<file path="src/rtl/seriq_pkg.sv">
package seriq_pkg;

  typedef enum logic [2:0] {
    ST_IDLE,
    ST_REQ,
    ST_START,
    ST_SYNC,
    ST_DATA,
    ST_STOPWAIT,
    ST_STOP
  } seriq_state_t;

  typedef enum logic [1:0] {
    PH_SAMPLE = 2'd0,
    PH_RECOV  = 2'd1,
    PH_TURN   = 2'd2
  } seriq_phase_t;

  typedef struct packed {
    logic frameClr;
    logic phaseAdv;
    logic lowStart;
    logic lowInc;
    logic modeLatch;
    logic reqDrive;
    logic inData;
  } seriq_strobe_t;

endpackage

</file>
<file path="src/rtl/seriq_ctrl.sv">
module seriq_ctrl
  import seriq_pkg::*;
(
  input  logic          clk,
  input  logic          rstN,
  input  logic          lineIn,
  input  logic          lastSlotEnd,
  input  logic          quietMode,
  input  logic          irqChanged,
  output seriq_strobe_t stb
);

  seriq_state_t state, stateNext;

  always_comb begin
    stateNext = state;
    unique case (state)
      ST_IDLE: begin
        if (!lineIn)                      stateNext = ST_START;
        else if (quietMode && irqChanged) stateNext = ST_REQ;
      end
      ST_REQ:      stateNext = ST_START;
      ST_START:    if (lineIn) stateNext = ST_SYNC;
      ST_SYNC:     stateNext = ST_DATA;
      ST_DATA:     if (lastSlotEnd) stateNext = ST_STOPWAIT;
      ST_STOPWAIT: if (!lineIn) stateNext = ST_STOP;
      ST_STOP:     if (lineIn) stateNext = ST_IDLE;
      default:     stateNext = ST_IDLE;
    endcase
  end

  always_ff @(posedge clk) begin
    if (!rstN) state <= ST_IDLE;
    else       state <= stateNext;
  end

  always_comb begin
    stb.frameClr  = (state == ST_SYNC);
    stb.phaseAdv  = (state == ST_DATA);
    stb.lowStart  = (state == ST_STOPWAIT) && !lineIn;
    stb.lowInc    = (state == ST_STOP) && !lineIn;
    stb.modeLatch = (state == ST_STOP) && lineIn;
    stb.reqDrive  = (state == ST_REQ);
    stb.inData    = (state == ST_DATA);
  end

endmodule

</file>
<file path="src/rtl/seriq_dp.sv">
module seriq_dp
  import seriq_pkg::*;
#(
  parameter int NUM_FRAMES = 21,
  parameter int SLOT_W     = 5,
  parameter int LOW_W      = 3
) (
  input  logic              clk,
  input  logic              rstN,
  input  seriq_strobe_t     stb,
  input  logic              irqIn,
  input  logic [SLOT_W-1:0] slotNum,
  output logic              lastSlotEnd,
  output logic              quietMode,
  output logic              irqChanged,
  output logic              driveLow,
  output logic              driveHigh
);

  localparam int FRAME_W = (NUM_FRAMES > 1) ? $clog2(NUM_FRAMES) : 1;
  localparam logic [FRAME_W-1:0] LAST_FRAME = FRAME_W'(NUM_FRAMES - 1);
  localparam logic [LOW_W-1:0]   LOW_MAX    = '1;
  localparam logic [LOW_W-1:0]   QUIET_LEN  = LOW_W'(2);

  logic [FRAME_W-1:0] frameIdx;
  seriq_phase_t       phase;
  logic [LOW_W-1:0]   lowCnt;
  logic               lastIrq;
  logic               drovLow;
  logic               mine;

  // frame / phase position inside the data stream
  always_ff @(posedge clk) begin
    if (!rstN) begin
      frameIdx <= '0;
      phase    <= PH_SAMPLE;
    end else if (stb.frameClr) begin
      frameIdx <= '0;
      phase    <= PH_SAMPLE;
    end else if (stb.phaseAdv) begin
      unique case (phase)
        PH_SAMPLE: phase <= PH_RECOV;
        PH_RECOV:  phase <= PH_TURN;
        default: begin
          phase    <= PH_SAMPLE;
          frameIdx <= frameIdx + FRAME_W'(1);
        end
      endcase
    end
  end

  // stop frame width measurement and mode selection
  always_ff @(posedge clk) begin
    if (!rstN) begin
      lowCnt    <= '0;
      quietMode <= 1'b0;
    end else begin
      if (stb.lowStart)
        lowCnt <= LOW_W'(1);
      else if (stb.lowInc && lowCnt != LOW_MAX)
        lowCnt <= lowCnt + LOW_W'(1);
      if (stb.modeLatch)
        quietMode <= (lowCnt == QUIET_LEN);
    end
  end

  assign mine = stb.inData && (32'(slotNum) == 32'(frameIdx));

  // record what was reported in the own sample phase
  always_ff @(posedge clk) begin
    if (!rstN) begin
      lastIrq <= 1'b1;
      drovLow <= 1'b0;
    end else if (stb.inData && phase == PH_SAMPLE) begin
      drovLow <= mine && !irqIn;
      if (mine) lastIrq <= irqIn;
    end
  end

  assign lastSlotEnd = (frameIdx == LAST_FRAME) && (phase == PH_TURN);
  assign irqChanged  = (irqIn != lastIrq);
  assign driveLow    = stb.reqDrive || (mine && phase == PH_SAMPLE && !irqIn);
  assign driveHigh   = mine && phase == PH_RECOV && drovLow;

endmodule

</file>
<file path="src/rtl/seriq_agent.sv">
module seriq_agent
  import seriq_pkg::*;
#(
  parameter int NUM_FRAMES = 21,
  parameter int SLOT_W     = 5,
  parameter int LOW_W      = 3
) (
  input  logic              clk,
  input  logic              rstN,
  input  logic              lineIn,
  input  logic              irqIn,
  input  logic [SLOT_W-1:0] slotNum,
  output logic              driveLow,
  output logic              driveHigh
);

  seriq_strobe_t stb;
  logic lastSlotEnd, quietMode, irqChanged;

  seriq_ctrl u_ctrl (
    .clk(clk), .rstN(rstN), .lineIn(lineIn),
    .lastSlotEnd(lastSlotEnd), .quietMode(quietMode),
    .irqChanged(irqChanged), .stb(stb)
  );

  seriq_dp #(.NUM_FRAMES(NUM_FRAMES), .SLOT_W(SLOT_W), .LOW_W(LOW_W)) u_dp (
    .clk(clk), .rstN(rstN), .stb(stb), .irqIn(irqIn), .slotNum(slotNum),
    .lastSlotEnd(lastSlotEnd), .quietMode(quietMode), .irqChanged(irqChanged),
    .driveLow(driveLow), .driveHigh(driveHigh)
  );

endmodule

</file>
<file path="config.mk">
export PLATFORM = sky130hd
export DESIGN_NAME = seriq_agent
export DESIGN_NICKNAME = d
export VERILOG_FILES = /design/src/rtl/seriq_pkg.sv /design/src/rtl/seriq_ctrl.sv /design/src/rtl/seriq_dp.sv /design/src/rtl/seriq_agent.sv
export SDC_FILE = /design/constraint.sdc
export NUM_CORES = 1
export LEC_CHECK = 0
export BUFFER_PORTS_ARGS = -buffer_cell sky130_fd_sc_hd__buf_2
export CAP_MARGIN = 10
export CORE_UTILIZATION = 63
export CTS_BUF_LIST = sky130_fd_sc_hd__clkbuf_4
export CTS_CLUSTER_SIZE = 14
export DETAILED_ROUTE_END_ITERATION = 6
export PLACE_DENSITY = 0.87
export SYNTH_ARGS = -nofsm -noshare
export SYNTH_HDL_FRONTEND = slang
export SYNTH_SLANG_ARGS = --single-unit
</file>
<file path="constraint.sdc">
create_clock -name clk -period 3.75 [get_ports clk]
set_input_delay 0.9375 -clock clk [delete_from_list [all_inputs] [get_ports clk]]
set_output_delay 0.9375 -clock clk [all_outputs]
set_load 0.01 [all_outputs]
</file>
### Yosys cells after proc, flatten, opt, wreduce, memory -nomap -nowiden

Index checks and enable logic that the tools add are counted.

| operators by class | value |
|---|---|
| equal/unequal tests | 18 |
| multiplexer cells | 10 |
| bitwise logic cells | 2 |
| reductions and logical operators | 25 |
| $add $sub $neg | 2 |

Operators by type and width:

| operator | count |
|---|---|
| $pmux W3 S7 | 1 |
| $mux W3 | 6 |
| $logic_and A1 B1 Y1 | 13 |
| $eq A3 B2 Y1 const B | 3 |
| $eq A3 B3 Y1 const B | 3 |
| $ne A2 B2 Y1 const B | 4 |
| $reduce_or A2 Y1 | 3 |
| $add A5 B1 Y5 const B | 1 |
| $eq A5 B5 Y1 | 1 |
| $eq A5 B5 Y1 const B | 1 |
| $reduce_and A5 Y1 | 1 |
| $pmux W2 S2 | 1 |
| $reduce_and A2 Y1 | 2 |
| $add A3 B1 Y3 const B | 1 |
| $eq A3 B1 Y1 const B | 1 |
| $logic_not A3 Y1 | 1 |
| $ne A3 B2 Y1 const B | 1 |
| $ne A3 B3 Y1 const B | 1 |
| $eq A2 B1 Y1 const B | 1 |
| $eq A2 B2 Y1 const B | 1 |
| $logic_not A1 Y1 | 2 |
| $logic_not A2 Y1 | 1 |
| $mux W1 | 2 |
| $not A1 Y1 | 2 |
| other kinds (3) | 3 |

| storage, ports and cells | value |
|---|---|
| output and inout port bits | 2 |
| register bits after elaboration | 16 |
| word-level logic and storage cells | 65 |
| input port bits | 9 |

### Logic depth before layout (Yosys ltp)

Gate-level depths: netlist of run 1.

| depth | value |
|---|---|
| depth in word-level cells | 5 |
| gate-level depth with buffers | 6 |
| depth with buffers taken out | 6 |

### Cells and area by module

Synthesis of run 1 repeated with hierarchy kept, for this count alone.

| unflattened totals | value |
|---|---|
| cell total of the unflattened synthesis | 108 |
| area, all modules | 963.4 um^2 |

By module, submodules not included:

| module | instances | area each (um^2) | seq. area each (um^2) | cells each |
|---|---|---|---|---|
| seriq_dp | 1 | 708.2 | 260.2 | 80 |
| seriq_ctrl | 1 | 255.2 | 60.1 | 28 |

### Least setup slack after synthesis of run 1

No wires, ideal clock.

| timing | value |
|---|---|
| path kind | in2out |
| start point | input slotNum[0] |
| end point | output driveLow |
| cell stages on the path | 4 |
| arrival | 1,758 ps |
| buffers on the path | 0 |
| required time | 2,812 ps |
| slack | 1,055 ps |
| path through | xnor2_1 -> nand2_1 -> or4_1 -> o21ai_0 |

| on the way | value |
|---|---|
| cells in the longest elaborated chain, start to end | 5 |

RTL lines:

| element | RTL line | RTL |
|---|---|---|
| start, declared | seriq_agent.sv:12 | `input logic [SLOT_W-1:0] slotNum,` |
| $eq A5 B5 Y1 | seriq_dp.sv:67 | `assign mine = stb.inData && (32'(slotNum) == 32'(frameIdx));` |
| $logic_and A1 B1 Y1 | seriq_dp.sv:67 |  |
| $logic_and A1 B1 Y1 (2 in a row) | seriq_dp.sv:82 | `assign driveLow = stb.reqDrive \|\| (mine && phase == PH_SAMPLE && !irqIn);` |
| $logic_or A1 B1 Y1 | seriq_dp.sv:82 |  |
| end, declared | seriq_agent.sv:13 | `output logic driveLow,` |

No other way between the ends.

### Worst setup path in the final report of run 1

| timing | value |
|---|---|
| start point | input slotNum[1] |
| end point | output driveLow |

Same word-level chain as after synthesis.

==> impl_metrics.ini, run 1 <==
[yosys]
synthTopCellsByCount = dfxtp_1, nor2_1, nand2_1, a21oi_1, inv_1
ys_seq_area_frac = 0.3377
syn_avg_cell_area_um2 = 8.701
syn_area_um2 = 948.4
synth_xor_area_frac = 0.09235
synth_top_area_frac = 0.3377
async_reset_ff_frac = 0
synth_top_family_by_area = simple AND/OR/NAND/NOR gates
syn_inst = 109
yosysTopAreaCell = dfxtp_1
synth.net_count = 123
synth_seq_cells = 16
synth-compound-area-share = 0.1689
synthFlopType = dfxtp_1
synth.distinct_cells = 40
muxShareOfSynthArea = 0.01055
synth-edff-count = 0
yosys_warnings = 0
yosys-top-cells-area = dfxtp_1, ha_1, xnor2_1
yosys.area_share.simple = 0.2573
synth.most_common_cell = dfxtp_1
synthAdderAreaFrac = 0.07652

[drt]
firstDrtPassIters = 4
via_per_inst = 5.889
routed_wl_mm = 1.754
wl_per_cell_um = 12.99
drc = 0
ant_nets = 0
drtIter0Drc = 16
vias = 795

[power]
peakVddDrop_v = 0.0001999
power_density_nw_per_um2 = 289.2
power_leakage_nw = 0.3856

[place]
globalplace.congestion = 0.7443
io_buffers = 10
hpwl_mm = 1.314

[sta]
fin_skew_ns = 0.006347
fmax_ghz = 0.3371
setup-tns-final_ns = 0
min_period_ns = 2.967
fin_crit_sh = 0.7912
slew_headroom = 0.6370
report.final.slew_viol_count = 0
rsz0062_at_grt = false
worst_pin_slew_ns = 0.5438
setup_viol = 0
hold_viol = 0

[clock_tree]
numCtsBuffers = 3
cts_htree_levels = 1
clkTransAtPathRegs_ns = 0.10
tritoncts = built
clock_sinks = 16
cts_root_buf = clkbuf_4
cts_resized = 0
postCtsSetupRepairBufs = 0
cts.hold.buffers_added = 0
cts.path.max_buffers = 2
insertion_delay_ns = 0.29

[global_route]
antenna_found_initial = 0
grt_pass1_wl_mm = 2.573
grtUsageTotal = 0.2370
grt_pass1_vias = 651
grt_overflow = 0
grt_max_degree = 17

[layout]
final_nets = 135
fin_util = 0.7553
nFillCells = 115
drive_gt1_frac = 0.1667
diodes = 0
area_growth_syn_to_layout_pct = 7.520

[critical_path]
cp_cell_sequence = buf_2, xnor2_1, nand3_1, or4_1, o21ai_0, buf_2
endpoint_kind = output port
crit_slowest_cell = or4_1
worstSetupStartpoint = slotNum[1]
regToRegEndpoint = u_ctrl.state[1]
path_max_fanout = 3
r2r_slack_ns = 2.25
crit_required_ns = 2.81
crit_end = driveLow
setup.worst_path.class = input pin to output port
critPathMaxStageDelay_ns = 0.47
start_kind = input pin
r2r-start = u_dp.frameIdx[0]
arrival_ns = 2.03
ff2ff_path_depth = 6
critPathMostFrequentCell = buf_2

[floorplan]
dieArea_um2 = 1665
coreArea_um2 = 1350
die_y_um = 40.80
start_util = 0.7025
die_width_um = 40.80
fp-row-count = 13
io-pin-count = 11

[run_status]
status = finished, final reports clean

[hold_path]
hold_path_class = flip-flop to flip-flop
whs_path_depth = 2

[run]
drv_cap = 0
==> worst max-delay path: cells and delay by family <==
family                 cells  cell delay [ns]
AO/OA/AOI/OAI              1             0.08
XOR/XNOR                   1             0.15
buffers and inverters      2             0.26
AND/OR/NAND/NOR            2             0.60
==> metal layers <==
layer	GRT usage	vias up	wire [um]
li1	-	411	-
met1	0.2715	368	796
met2	0.4180	12	883
met3	0.03261	4	45
met4	0.1250	0	29
met5	0	-	0
==> per-stage QoR <==
stage / worst slack, ns / total power, mW / cells / cell area (um2) / hold WS [ns]
CTS: 0.7697 / 0.2986 / 135 / 1020 / 0.5039
finish: 0.7832 / 0.2949 / 135 / 1020 / 0.5083
detailed placement: 0.7450 / 0.2050 / 131 / 993.5 / 0.4903
floorplan: 1.055 / 0.1961 / 109 / 948.4 / 0.4529
global route: 0.7174 / 0.3056 / 135 / 1020 / 0.5266
global placement: 0.7462 / 0.2042 / 131 / 993.5 / 0.4667
==> power by group <==
part	switching [mW]	total, mW	internal, mW
clock	0.0549	0.0936	0.0387
combinational	0.0144	0.0254	0.0110
sequential	0.00462	0.176	0.171
==> layout make-up <==
class / count / area, um2 / share of cell area
Clock buffer: 3 / 22.52 / 0.02209
Sequential cell: 16 / 320.3 / 0.3141
Multi-Input combinational cell: 82 / 574.3 / 0.5632
Tap cell: 15 / 18.77 / 0.01840
Clock inverter: 1 / 3.754 / 0.003681
Inverter: 8 / 30.03 / 0.02945
Timing Repair Buffer: 10 / 50.05 / 0.04908
==> sequential cells by signal, summed over array words and instances (netlist names) <==
register / count
u_dp.lowCnt: 3
u_dp.drovLow: 1
u_dp.lastIrq: 1
u_dp.frameIdx: 5
u_dp.quietMode: 1
u_dp.phase: 2
u_ctrl.state: 3
==> cell families (layout without fill, tap and decap cells) <==
logic type,Yosys count,in the layout
AND/OR/NAND/NOR,42,42
AO/OA/AOI/OAI,23,23
flip-flops,16,16
buffers and inverters,11,22
XOR/XNOR,10,10
adder cells (fa/ha/maj),6,6
multiplexers,1,1
==> worst min-delay path by stage <==
stage | start | to | slack [ns]
finish | u_dp.phase[0] | u_dp.phase[0] | 0.51
global route | u_dp.phase[0] | u_dp.phase[0] | 0.53
CTS | u_dp.phase[0] | u_dp.phase[0] | 0.50
detailed placement | u_dp.phase[0] | u_dp.phase[0] | 0.49
global placement | u_dp.drovLow | u_dp.drovLow | 0.47
floorplan | u_dp.drovLow | u_dp.drovLow | 0.45
==> placed cells by master (no fill, tap or decap), drive strengths merged, types with 2 or more instances in the layout <==
cell type  Yosys  final
dfxtp         16     16
nand4b         2      2
ha             5      5
nand3          2      2
clkbuf         0      3
xor2           4      4
xnor2          6      6
nand4          3      3
o21ai          4      4
inv            8      8
nand3b         3      3
nor4           2      2
nand2          9      9
nor2          13     13
buf            3     10
a21oi          8      8
No activity file was read; power rests on OpenSTA's default activity.
==> inputs of run 2 (changes only) <==
--- a/config.mk
+++ b/config.mk
@@ -7,11 +7,11 @@
 export LEC_CHECK = 0
 export BUFFER_PORTS_ARGS = -buffer_cell sky130_fd_sc_hd__buf_2
 export CAP_MARGIN = 10
-export CORE_UTILIZATION = 63
+export CORE_UTILIZATION = 53
 export CTS_BUF_LIST = sky130_fd_sc_hd__clkbuf_4
 export CTS_CLUSTER_SIZE = 14
 export DETAILED_ROUTE_END_ITERATION = 6
-export PLACE_DENSITY = 0.87
+export PLACE_DENSITY = 0.78
 export SYNTH_ARGS = -nofsm -noshare
 export SYNTH_HDL_FRONTEND = slang
 export SYNTH_SLANG_ARGS = --single-unit
==> constraint.sdc (replaced) <==
create_clock -name clk -period 2.5 [get_ports clk]
set_input_delay 0.625 -clock clk [delete_from_list [all_inputs] [get_ports clk]]
set_output_delay 0.625 -clock clk [all_outputs]
set_load 0.01 [all_outputs]
==> impl_metrics.ini, run 2 (same netlist as run 1, synthesis figures left out) <==
[run_status]
status = finished, final reports clean

[critical_path]
crit_required_ns = 1.88
crit_slowest_cell = or4_1
critPathMaxStageDelay_ns = 0.47
path_max_fanout = 3
start_kind = input pin
setup.worst_path.class = input pin to output port
timing.critical_path.buf_inv = 2
critPathMostFrequentCell = buf_2
endpoint_kind = output port
arrival_ns = 1.73
path_delay_family = simple AND/OR/NAND/NOR gates
cp_cell_sequence = buf_2, xnor2_1, nand3_1, or4_1, o21ai_0, buf_2

[sta]
setup-tns-final_ns = 0
min_period_ns = 2.356
holdWs_ns = 0.4987
rsz0062_at_grt = false
hold_viol = 0
report.final.slew_viol_count = 0
worst_pin_slew_ns = 0.3532
fin_crit_sh = 0.9425
fmax_ghz = 0.4244
fin_skew_ns = 0.001540
setup_ws_ns = 0.1438
setup_viol = 0
slew_headroom = 0.7585

[layout]
fin_cells = 145
largest_register_ff_count = 5
fin_util = 0.6538
drive_gt1_frac = 0.1818
area_growth_syn_to_layout_pct = 9.894
final_common_cell = dfxtp_1
largest_register = u_dp.frameIdx
final_cell_mix = dfxtp_1, nor2_1, buf_2, nand2_1
fin_area_um2 = 1042
largestRegisters = u_dp.frameIdx: 5 flops, u_ctrl.state: 3 flops, u_dp.lowCnt: 3 flops
final_nets = 137
nFillCells = 137
diodes = 0

[clock_tree]
cts.path.max_buffers = 2
clkTransAtPathRegs_ns = 0.09
cts_root_buf = clkbuf_4
cts.hold.buffers_added = 0
numCtsBuffers = 3
insertion_delay_ns = 0.28
tritoncts = built
cts_htree_levels = 1
clock_sinks = 16
postCtsSetupRepairBufs = 0
cts_resized = 0

[floorplan]
fp-row-count = 14
dieArea_um2 = 1962
io-pin-count = 11
start_util = 0.5950
coreArea_um2 = 1594
die_width_um = 44.30
die_y_um = 44.30

[place]
post-place-ws_ns = 0.1425
dp_cells = 142
globalplace.congestion = 0.7866
io_buffers = 10
hpwl_mm = 1.333
dpl_cell_area_um2 = 1020

[drt]
via_per_inst = 5.641
ant_nets = 0
drtIter0Drc = 13
firstDrtPassIters = 4
routed_wl_mm = 1.789
wl_per_cell_um = 12.34
drc = 0
vias = 818

[power]
power_density_nw_per_um2 = 418.2
power_leakage_nw = 0.3949
peakVddDrop_v = 0.0002671
power.total_uw = 435.9

[global_route]
grtUsageTotal = 0.2070
antenna_found_initial = 0
grt_pass1_vias = 667
grt_pass1_wl_mm = 2.939
grt_max_degree = 16
grt_overflow = 0

[run]
drv_cap = 0

[hold_path]
hold_path_class = flip-flop to flip-flop
## run 2: changes by cell type in the layout (fill, tap and decap cells not counted)
cell      previous run  this run
buf_4                0         2
clkinv_1             1         0
## run 2: layout make-up
| type | instances | area [um2] | area share |
|---|---|---|---|
| Sequential cell | 16 | 320.3 | 0.3073 |
| Multi-Input combinational cell | 82 | 574.3 | 0.5510 |
| Clock buffer | 3 | 22.52 | 0.02161 |
| Timing Repair Buffer | 12 | 65.06 | 0.06242 |
| Inverter | 8 | 30.03 | 0.02881 |
| Tap cell | 24 | 30.03 | 0.02881 |
## run 2: final timing paths
kind                                       start              end  cells after the start  slack, ns
worst max-delay path                  slotNum[1]         driveLow                      6       0.14
worst min-delay path                u_dp.drovLow     u_dp.drovLow                      2       0.50
worst max register to register  u_dp.frameIdx[0]  u_ctrl.state[1]                      6       1.05
worst min register to register      u_dp.drovLow     u_dp.drovLow                      2       0.50
## run 2: power by group
group	total (mW)	switching, mW	internal [mW]
combinational	0.0415	0.0242	0.0173
clock	0.133	0.0767	0.0559
sequential	0.262	0.00490	0.257
total	0.436	0.106	0.330
## run 2: worst min-delay path, cell delays in order (launching register included)
cell and delay [ns]:
dfxtp_1 0.32, nand3_1 0.08, o41ai_2 0.06
## run 2: per-layer routing
layer	global-route usage	part of all wire
met4	0.1091	0.0056
met3	0.02449	0.025
met2	0.3294	0.46
met1	0.2741	0.51
met5	0	0
==> inputs of run 3 (changes only) <==
--- a/config.mk
+++ b/config.mk
@@ -5,12 +5,12 @@
 export SDC_FILE = /design/constraint.sdc
 export NUM_CORES = 1
 export LEC_CHECK = 0
-export BUFFER_PORTS_ARGS = -buffer_cell sky130_fd_sc_hd__buf_2
 export CAP_MARGIN = 10
-export CORE_UTILIZATION = 53
+export CORE_UTILIZATION = 58
 export CTS_BUF_LIST = sky130_fd_sc_hd__clkbuf_4
 export CTS_CLUSTER_SIZE = 14
 export DETAILED_ROUTE_END_ITERATION = 6
+export DONT_BUFFER_PORTS = 1
 export PLACE_DENSITY = 0.78
 export SYNTH_ARGS = -nofsm -noshare
 export SYNTH_HDL_FRONTEND = slang
==> impl_metrics.ini, run 3 (same netlist as run 1, synthesis figures left out) <==
[place]
io_buffers = 0
dpl_cell_area_um2 = 959.7
globalplace.congestion = 0.7450
post-place-ws_ns = 0.3079
hpwl_mm = 1.322

[run]
drv_cap = 0

[critical_path]
worstSetupStartpoint = u_dp.frameIdx[0]
cp_cell_sequence = xnor2_1, nand2_1, or4_1, o21ai_0
timing.critical_path.buf_inv = 0
crit_slowest_cell = or4_1
cp.depth = 4
setup.worst_path.class = flip-flop to output port
endpoint_kind = output port
r2r-start = u_dp.frameIdx[0]
r2r_slack_ns = 1.05
crit_end = driveLow
start_kind = flip-flop
path_delay_family = simple AND/OR/NAND/NOR gates
critPathMaxStageDelay_ns = 0.49
ff2ff_path_depth = 6
arrival_ns = 1.63
crit_required_ns = 1.88
path_max_fanout = 5
regToRegEndpoint = u_ctrl.state[1]

[drt]
via_per_inst = 5.984
vias = 760
wl_per_cell_um = 13.54
firstDrtPassIters = 4
drc = 0
routed_wl_mm = 1.719
drtIter0Drc = 3
ant_nets = 0

[sta]
rsz0062_at_grt = false
min_period_ns = 2.252
fmax_ghz = 0.4441
hold_viol = 0
setup-tns-final_ns = 0
slew_headroom = 0.7429
report.final.slew_viol_count = 0
fin_skew_ns = 0.006539
setup_ws_ns = 0.2482
holdWs_ns = 0.4232
worst_pin_slew_ns = 0.3759
setup_viol = 0
fin_crit_sh = 0.9007

[clock_tree]
tritoncts = built
cts.hold.buffers_added = 0
cts_htree_levels = 1
clock_sinks = 16
cts.path.max_buffers = 2
insertion_delay_ns = 0.29
clkTransAtPathRegs_ns = 0.08
cts_resized = 0
cts_root_buf = clkbuf_4
postCtsSetupRepairBufs = 0
numCtsBuffers = 3

[layout]
fin_util = 0.6445
largest_register_ff_count = 5
multi_input_area_um2 = 574.3
final_cell_mix = dfxtp_1, nor2_1, nand2_1, inv_1, a21oi_1
seqCellArea_um2 = 320.3
largestRegisters = u_dp.frameIdx: 5 flops, u_ctrl.state: 3 flops, u_dp.lowCnt: 3 flops
largest_register = u_dp.frameIdx
area_growth_syn_to_layout_pct = 3.562
fin_area_um2 = 982.2
final_common_cell = dfxtp_1
diodes = 0
final_nets = 127
drive_gt1_frac = 0.1081
nFillCells = 123

[floorplan]
fp-row-count = 14
coreArea_um2 = 1524
dieArea_um2 = 1801
start_util = 0.6223
die_y_um = 42.44
die_width_um = 42.44
io-pin-count = 11

[global_route]
grtUsageTotal = 0.2093
antenna_found_initial = 0
grt_pass1_wl_mm = 2.863
grt_max_degree = 16
grt_overflow = 0
grt_pass1_vias = 681

[hold_path]
hold_path_class = input pin to flip-flop

[run_status]
status = finished, final reports clean

[power]
power_density_nw_per_um2 = 432.7
power_leakage_nw = 0.3524
peakVddDrop_v = 0.0002948
==> run 3: cell count changes in the layout (fill, tap and decap cells not counted), sizes merged <==
| cell | change |
|---|---|
| buf | -10 |
==> run 3: worst register-to-register path, stage by stage (launching register included) <==
cell      delay (ns)
dfxtp_1         0.37
inv_1           0.08
ha_1            0.15
nor4bb_1        0.28
nand4b_1        0.19
a31oi_1         0.21
o211a_1         0.14
==> run 3: per-layer routing <==
layer	GRT usage	vias up	wire, um
li1	-	395	-
met1	0.2884	344	849
met2	0.3200	19	775
met3	0.03448	2	74
met4	0.09375	0	21
met5	0	-	0
==> run 3: how the worst min path moves through the flow <==
stage	from	to	slack (ns)	cells past startpoint
detailed placement	u_dp.drovLow	u_dp.drovLow	0.48	2
floorplan	u_dp.drovLow	u_dp.drovLow	0.45	2
global placement	u_dp.drovLow	u_dp.drovLow	0.47	2
CTS	rstN	u_dp.lastIrq	0.42	1
global route	rstN	u_dp.lastIrq	0.42	1
finish	rstN	u_dp.lastIrq	0.42	1
==> run 3: where the power goes <==
part           switching, mW  leakage, nW  internal (mW)
combinational         0.0168        0.209         0.0129
sequential           0.00490        0.129          0.257
clock                 0.0776       0.0138         0.0560
==> run 3: final cells by class <==
cell class                      count  share of cell area
Tap cell                           16             0.02038
Inverter                            8             0.03057
Clock buffer                        3             0.02293
Timing Repair Buffer                2             0.01529
Sequential cell                    16              0.3261
Multi-Input combinational cell     82              0.5847
==> run 3: per-stage QoR <==
step	std cells	power, mW
after floorplan	109	0.2941
after global placement	124	0.2968
after detailed placement	124	0.2973
after CTS	127	0.4292
after global routing	127	0.4382
final	127	0.4250
